===== config.mk =====
export PLATFORM = sky130hd
export DESIGN_NAME = mac_count_slice
export DESIGN_NICKNAME = d
export VERILOG_FILES = /design/src/rtl/mac_count_slice.sv
export SDC_FILE = /design/constraint.sdc
export NUM_CORES = 1
export LEC_CHECK = 0
export CORE_ASPECT_RATIO = 1.4
export CORE_MARGIN = 2
export CORE_UTILIZATION = 65
export DETAILED_ROUTE_END_ITERATION = 10
export PLACE_DENSITY = 0.85
export RECOVER_POWER = 50
export SLEW_MARGIN = 30
export SYNTH_ARGS = -nofsm -noshare
export SYNTH_HDL_FRONTEND = slang
export SYNTH_SLANG_ARGS = --single-unit

===== constraint.sdc =====
create_clock -name clk -period 10.36 [get_ports clk]
set_input_delay 2.072 -clock clk [delete_from_list [all_inputs] [get_ports clk]]
set_output_delay 2.072 -clock clk [all_outputs]
set_load 0.02 [all_outputs]

===== src/rtl/mac_count_slice.sv =====
module mac_count_slice #(
  parameter int A_W      = 18,
  parameter int B_W      = 18,
  parameter int ACC_W    = 48,
  parameter int SH_W     = 5,
  parameter int SH_MAX   = 16,
  parameter int IN_REG   = 1,
  parameter int PROD_REG = 1
) (
  input  logic                    clk,
  input  logic                    rst,
  input  logic                    in_valid,
  input  logic [2:0]              in_mode,
  input  logic signed [A_W-1:0]   in_a,
  input  logic signed [B_W-1:0]   in_b,
  input  logic [SH_W-1:0]         in_shift,
  output logic                    out_valid,
  output logic [ACC_W-1:0]        out_acc
);

  localparam int P_W = A_W + B_W;
  localparam int LAT = IN_REG + PROD_REG + 1;
  localparam logic [SH_W-1:0] SH_LIM = SH_W'(SH_MAX);

  localparam logic [2:0] MD_IDLE  = 3'b000;
  localparam logic [2:0] MD_CLR   = 3'b001;
  localparam logic [2:0] MD_LOAD  = 3'b010;
  localparam logic [2:0] MD_ACC   = 3'b011;
  localparam logic [2:0] MD_UP    = 3'b100;
  localparam logic [2:0] MD_DN    = 3'b101;
  localparam logic [2:0] MD_SHIFT = 3'b110;

  // operand stage
  logic                  v1;
  logic [2:0]            m1;
  logic signed [A_W-1:0] a1;
  logic signed [B_W-1:0] b1;
  logic [SH_W-1:0]       s1;

  generate
    if (IN_REG != 0) begin : g_in_reg
      always_ff @(posedge clk) begin
        if (rst) v1 <= 1'b0;
        else     v1 <= in_valid;
        m1 <= in_mode;
        a1 <= in_a;
        b1 <= in_b;
        s1 <= in_shift;
      end
    end else begin : g_in_wire
      assign v1 = in_valid;
      assign m1 = in_mode;
      assign a1 = in_a;
      assign b1 = in_b;
      assign s1 = in_shift;
    end
  endgenerate

  logic [SH_W-1:0]       s_clamp;
  logic signed [B_W-1:0] b_hot;
  logic signed [B_W-1:0] b_eff;
  logic signed [P_W-1:0] prod_c;

  assign s_clamp = (s1 > SH_LIM) ? SH_LIM : s1;
  assign b_hot   = B_W'(1) << s_clamp;
  assign b_eff   = (m1 == MD_SHIFT) ? b_hot : b1;
  assign prod_c  = a1 * b_eff;

  // product stage
  logic                  v2;
  logic [2:0]            m2;
  logic signed [P_W-1:0] p2;

  generate
    if (PROD_REG != 0) begin : g_prod_reg
      always_ff @(posedge clk) begin
        if (rst) v2 <= 1'b0;
        else     v2 <= v1;
        m2 <= m1;
        p2 <= prod_c;
      end
    end else begin : g_prod_wire
      assign v2 = v1;
      assign m2 = m1;
      assign p2 = prod_c;
    end
  endgenerate

  logic [ACC_W-1:0] p_ext;
  assign p_ext = {{(ACC_W-P_W){p2[P_W-1]}}, p2};

  // accumulator stage
  always_ff @(posedge clk) begin
    if (rst) begin
      out_acc   <= '0;
      out_valid <= 1'b0;
    end else begin
      out_valid <= v2;
      if (v2) begin
        case (m2)
          MD_CLR:            out_acc <= '0;
          MD_LOAD, MD_SHIFT: out_acc <= p_ext;
          MD_ACC:            out_acc <= out_acc + p_ext;
          MD_UP:             out_acc <= out_acc + ACC_W'(1);
          MD_DN:             out_acc <= out_acc - ACC_W'(1);
          default:           out_acc <= out_acc;
        endcase
      end
    end
  end

  AST_VALID_STAGE: assert property (@(posedge clk) disable iff (rst)
    v2 |=> out_valid);
  AST_NO_SPURIOUS_VALID: assert property (@(posedge clk) disable iff (rst)
    !v2 |=> !out_valid);
  AST_HOLD_IDLE: assert property (@(posedge clk) disable iff (rst)
    (!v2 || m2 == MD_IDLE || m2 == 3'b111) |=> $stable(out_acc));
  AST_CLEAR: assert property (@(posedge clk) disable iff (rst)
    (v2 && m2 == MD_CLR) |=> (out_acc == '0));
  AST_COUNT_UP: assert property (@(posedge clk) disable iff (rst)
    (v2 && m2 == MD_UP) |=> (out_acc - $past(out_acc) == ACC_W'(1)));
  AST_COUNT_DN: assert property (@(posedge clk) disable iff (rst)
    (v2 && m2 == MD_DN) |=> ($past(out_acc) - out_acc == ACC_W'(1)));
  AST_ACCUM: assert property (@(posedge clk) disable iff (rst)
    (v2 && m2 == MD_ACC) |=> (out_acc - $past(out_acc) == $past(p_ext)));
  AST_SHIFT_ONEHOT: assert property (@(posedge clk) disable iff (rst)
    (v1 && m1 == MD_SHIFT) |-> ($onehot0(b_eff) && !b_eff[B_W-1]));
  AST_SHIFT_RANGE: assert property (@(posedge clk) disable iff (rst)
    (v1 && m1 == MD_SHIFT) |-> (s_clamp <= SH_LIM));

  initial assert (LAT >= 1 && SH_MAX < B_W - 1);

endmodule


### After elaboration in Yosys (flattened, before gate mapping)

Cells that the tools add are included.

| word-level totals | value |
|---|---|
| bits in registers | 134 |
| latch bits | 0 |
| memory bits (writable) | 0 |
| memory bits (read-only) | 0 |
| word-level logic and storage cells | 29 |
| memories kept | 0 |

| cells by class | value |
|---|---|
| add/sub/neg operators | 3 |
| multiply operators | 1 |
| div/mod/pow operators | 0 |
| order comparisons | 1 |
| equal/unequal tests | 7 |
| shift-type cells | 1 |
| muxes and demuxes | 3 |
| bitwise operators | 0 |
| reduce and logical (&&, ||, !) cells | 3 |

Operators by type and width:

| cell | number |
|---|---|
| case mux 48 bit (5 select lines) | 1 |
| adder 48 x 1 -> 48 bit (second input constant) | 1 |
| adder 48 bit | 1 |
| subtractor 48 x 1 -> 48 bit (second input constant) | 1 |
| multiplier 18 x 18 -> 36 bit | 1 |
| 2-to-1 mux 18 bit | 1 |
| left shift 1 x 5 -> 18 bit (first input constant) | 1 |
| == test 3 bit (second input constant) | 4 |
| == test 3 x 2 -> 1 bit (second input constant) | 2 |
| greater-than comparator 5 bit (second input constant) | 1 |
| 2-to-1 mux 5 bit | 1 |
| nonzero test 5 bit | 1 |
| == test 3 x 1 -> 1 bit (second input constant) | 1 |
| AND reduction 2 bit | 1 |
| OR reduction 2 bit | 1 |

### Longest topological paths before layout

| logic depth | value |
|---|---|
| depth in word-level cells | 5 |
| mapped depth | 32 |
| mapped depth without buffers | 29 |

### Least setup slack after synthesis

Ideal clock, no wire load.

| timing | value |
|---|---|
| kind | reg-to-reg |
| start point | register m1[0] |
| end point | register p2[26] |
| library setup time | 0.072 ns |
| arrival time | 6.867 ns |
| slack | 3.421 ns |
| stages on the path, launching flop included | 31 |
| buffers on the path | 3 |
| path through | dfxtp_1 nand3b_1 clkbuf_1 nor2_1 nand2_1 nor2_1 a22o_1 clkbuf_1 clkbuf_1 nand2_1 fa_1 inv_1 fa_1 inv_1 fa_1 inv_1 fa_1 fa_1 inv_1 fa_1 inv_1 ha_1 a21o_1 a21o_1 o21ai_0 a31oi_1 o21a_1 o41a_1 a21o_1 a21oi_1 xnor2_1 |

| on the way | value |
|---|---|
| word-level cells in the longest chain between the ends | 3 |

Ends and longest elaborated chain:

| element | line | RTL |
|---|---|---|
| from (decl) | 35 | `logic [2:0] m1;` |
| from (signal assigned) | 45 | `m1 <= in_mode;` |
| == test 3 bit | 66 | `assign b_eff = (m1 == MD_SHIFT) ? b_hot : b1;` |
| 2-to-1 mux 18 bit | 66 |  |
| multiplier 18 x 18 -> 36 bit | 67 | `assign prod_c = a1 * b_eff;` |
| net prod_c[26] | 62 | `logic signed [P_W-1:0] prod_c;` |
| to (signal assigned) | 80 | `p2 <= prod_c;` |
| to (decl) | 72 | `logic signed [P_W-1:0] p2;` |

The timed path passes the listed nets, and every way through them passes these cells.
A chain may end at the register's enable or synchronous reset.

### Final worst setup path

| timing | value |
|---|---|
| start point | register m1[0] |
| end point | register p2[35] |

The elaborated chain is that of the path after synthesis.

==> out/qor.txt <==
Post-CTS Hold Buffers: 0
CP Max Fanout: 21
Die X-Extent: 150 um
Yosys top cell by area: fa_1
top cell type's share of synthesized area: 33.8%
Final ANT Viol Nets: 0
Ports: 96
Slew Viols, Final: 46
# setup viols final: 0
Starting Density: 65.6%
Gates resized, CTS repair: 0
Post-Layout Cell Count: 2657
first-pass GRT wire length: 81200 um
most common cell after layout, fill and taps aside: inv_1
r2r setup slk: 1950 ps
Synth warnings: 0
core area: 29700 sq um
CTS max path bufs: 2
clk slew on worst S/H paths: 60 ps
RePlAce Congestion: 0.951
largest net degree at the start of global routing: 51
Reg-to-Reg End: p2[35]$_DFF_P_
Worst Max-Slew Pin Slew: 2330 ps
Post-Syn Instances: 2225
critical path endpoint category: flip-flop
failing checks: capacitance limit, slew limit
# Post-CTS Setup Buffers: 0
min cycle time layout: 8410 ps
syn_nets: 2743
Fillers: 2193
DRC: 0
Post-synth EDFFs: 0
crit path DAT: 8730 ps
CP max-delay cell: nor4b_1
worst path cell trace: nand3b_1 > nor4b_1 > a22o_1 > nand2_1 > fa_1 > fa_1 > fa_1 > fa_1 > inv_1 > fa_1 > inv_1 > fa_1 > inv_1 > ha_1 > a21boi_0 > o2111ai_1 > a31oi_1 > o21ai_1 > o21ai_0 > nand4_1 > nand2_1 > a21oi_1 > xnor2_1
crit start category: flip-flop
most frequent cells in the layout: inv_1, fa_1, nand2_1, and2_1, ha_1
antenna violations before repair: 0
NumNets Final: 2777
WHS Path Cells: 0
hold path startpoint: m1[0]$_DFF_P_
Routed WL per cell: 18.1 um
RSZ-0062 raised after global routing: false
Max Cap Violations: 1
root buffer cell: clkbuf_16
# rows: 75
CP most frequent cell: fa_1
Most used DFF post-synth: dfxtp_1
initial drt markers: 1094
Hold/Removal Path Class: reg2reg
CP required: 10690 ps
library cells used by synthesis: 72
worst reg-to-reg path cell count: 23
dpl hpwl: 38400 um
fmax: 0.119 GHz
Worst Path Buf+Inv: 3
FF+latch count, synth: 134
clk_lat worst skew: 440 ps
# clock sinks: 134
aggregate global routing overflow: 0
final wirelength: 48200 um
Seq/Total Area, Yosys: 13.7%
vias per cell: 5.94
die area: 31500 sq um
Max Clock Skew: 11.9 ps
Total GRT Usage: 32.6%
Final Util: 71.8%
mapped cell area: 19500 sq um
# H-tree levels: 4
family with the most delay on the worst path: adder cells
RR Startpoint: m1[0]$_DFF_P_
area of the multi-input gates: 15000 sq um
CTS tree: done
Slew headroom: -55.4%
Avg Cell Area, Syn: 8.78 sq um
top post-synthesis cells by area: fa_1, dfxtp_1, ha_1, inv_1, and2_1
setup_tns: 0 ps
Hold Vio Cnt, Final: 0
status: finished with violations
asr flop ratio synth: 0%
fin crit share: 81.1%
final worst setup slack: 1950 ps
Diodes inserted: 0
vias in the first global route: 16600
Hold Path Sink: m2[0]$_DFF_P_
CTS buffer count: 17
register area: 2680 sq um
Crit Path Class: reg2reg
via count: 15800
layout cells sized above 1: 3.04%
Layout area overhead: 9.44%
slowest stage delay, CP: 830 ps
DP Cell Count: 2625
pre-CTS setup slack: 2150 ps
port bufs: 95
Die Y: 209 um
drt first pass iters: 5
==> stage by stage <==
step           instance area, sq um  hold slack, ps
2_1_floorplan                 19500             322
3_3_place_gp                  20700             325
3_5_place_dp                  20700             333
4_1_cts                       21400             352
5_1_grt                       21400             361
6_report                      21400             354
==> sequential cells by signal (all words and copies together), names as in the netlist <==
signal	count
m1	3
s1	5
p2	36
m2	3
a1	18
v1	1
out_valid	1
b1	18
out_acc	48
v2	1
==> cell families (layout without fill, tap and decap cells) <==
kind of cell               after synthesis  count (layout)  synth area share [%]
and+or+nand+nor                        669             669                  17.4
buffers and inverters                  499             546                  9.61
DFF                                    134             134                  13.7
muxes                                    1               1                0.0577
xor gates and xnor gates               102             102                  4.61
AOI/OAI and AO/OA                      349             349                  11.7
adders and majority gates              471             471                  42.9
==> synth_stat cells, drive strengths merged (8+ instances only) <==
| cell | n |
|---|---|
| a211oi | 12 |
| a21o | 32 |
| a21oi | 122 |
| a221oi | 34 |
| a22o | 12 |
| a31oi | 17 |
| and2 | 166 |
| clkbuf | 85 |
| dfxtp | 134 |
| fa | 330 |
| ha | 141 |
| inv | 410 |
| nand2 | 218 |
| nand2b | 9 |
| nand3 | 25 |
| nand4 | 14 |
| nor2 | 115 |
| nor2b | 14 |
| nor3 | 56 |
| nor4 | 11 |
| o211ai | 8 |
| o21a | 18 |
| o21ai | 49 |
| o21bai | 10 |
| or2 | 8 |
| or4 | 8 |
| xnor2 | 72 |
| xor2 | 30 |
==> metal layers <==
metal	vias up	wire (um)	global-route usage (%)
met5	-	0	0
met3	150	3930	5.37
met1	7703	18200	40.1
met2	787	24500	56.7
li1	7154	-	-
met4	0	1650	13.4
==> how the worst max path moves through the flow <==
stage                        from              to  slack, ps  cells after the start
floorplan           m1[0]$_DFF_P_  p2[26]$_DFF_P_       3420                     30
global placement    m1[0]$_DFF_P_  p2[35]$_DFF_P_       2430                     25
detailed placement  m1[0]$_DFF_P_  p2[35]$_DFF_P_       2150                     23
CTS                 m1[0]$_DFF_P_  p2[33]$_DFF_P_       2100                     22
global route        m1[0]$_DFF_P_  p2[33]$_DFF_P_       1490                     26
finish              m1[0]$_DFF_P_  p2[35]$_DFF_P_       1950                     23
==> worst reg2reg max path: stages (launching register included) <==
cell and delay [ps]:
dfxtp_1 310, nand3b_1 650, nor4b_1 840, a22o_1 710
nand2_1 160, fa_1 510, fa_1 600, fa_1 450
fa_1 560, inv_1 60, fa_1 480, inv_1 50
fa_1 470, inv_1 40, ha_1 320, a21boi_0 400
o2111ai_1 220, a31oi_1 380, o21ai_1 210, o21ai_0 410
nand4_1 150, nand2_1 90, a21oi_1 70, xnor2_1 120
==> layout make-up <==
type                            instances  area share [%]
Sequential cell                       134            12.6
Clock inverter                         14           0.937
Timing Repair Buffer                  104            4.84
Tap cell                              385            2.25
Multi-Input combinational cell       1592            70.2
Clock buffer                           18            2.01
Inverter                              410            7.20
Power is not shown: default switching activity piles up to over one toggle a cycle in this logic, so the estimate is an artifact.
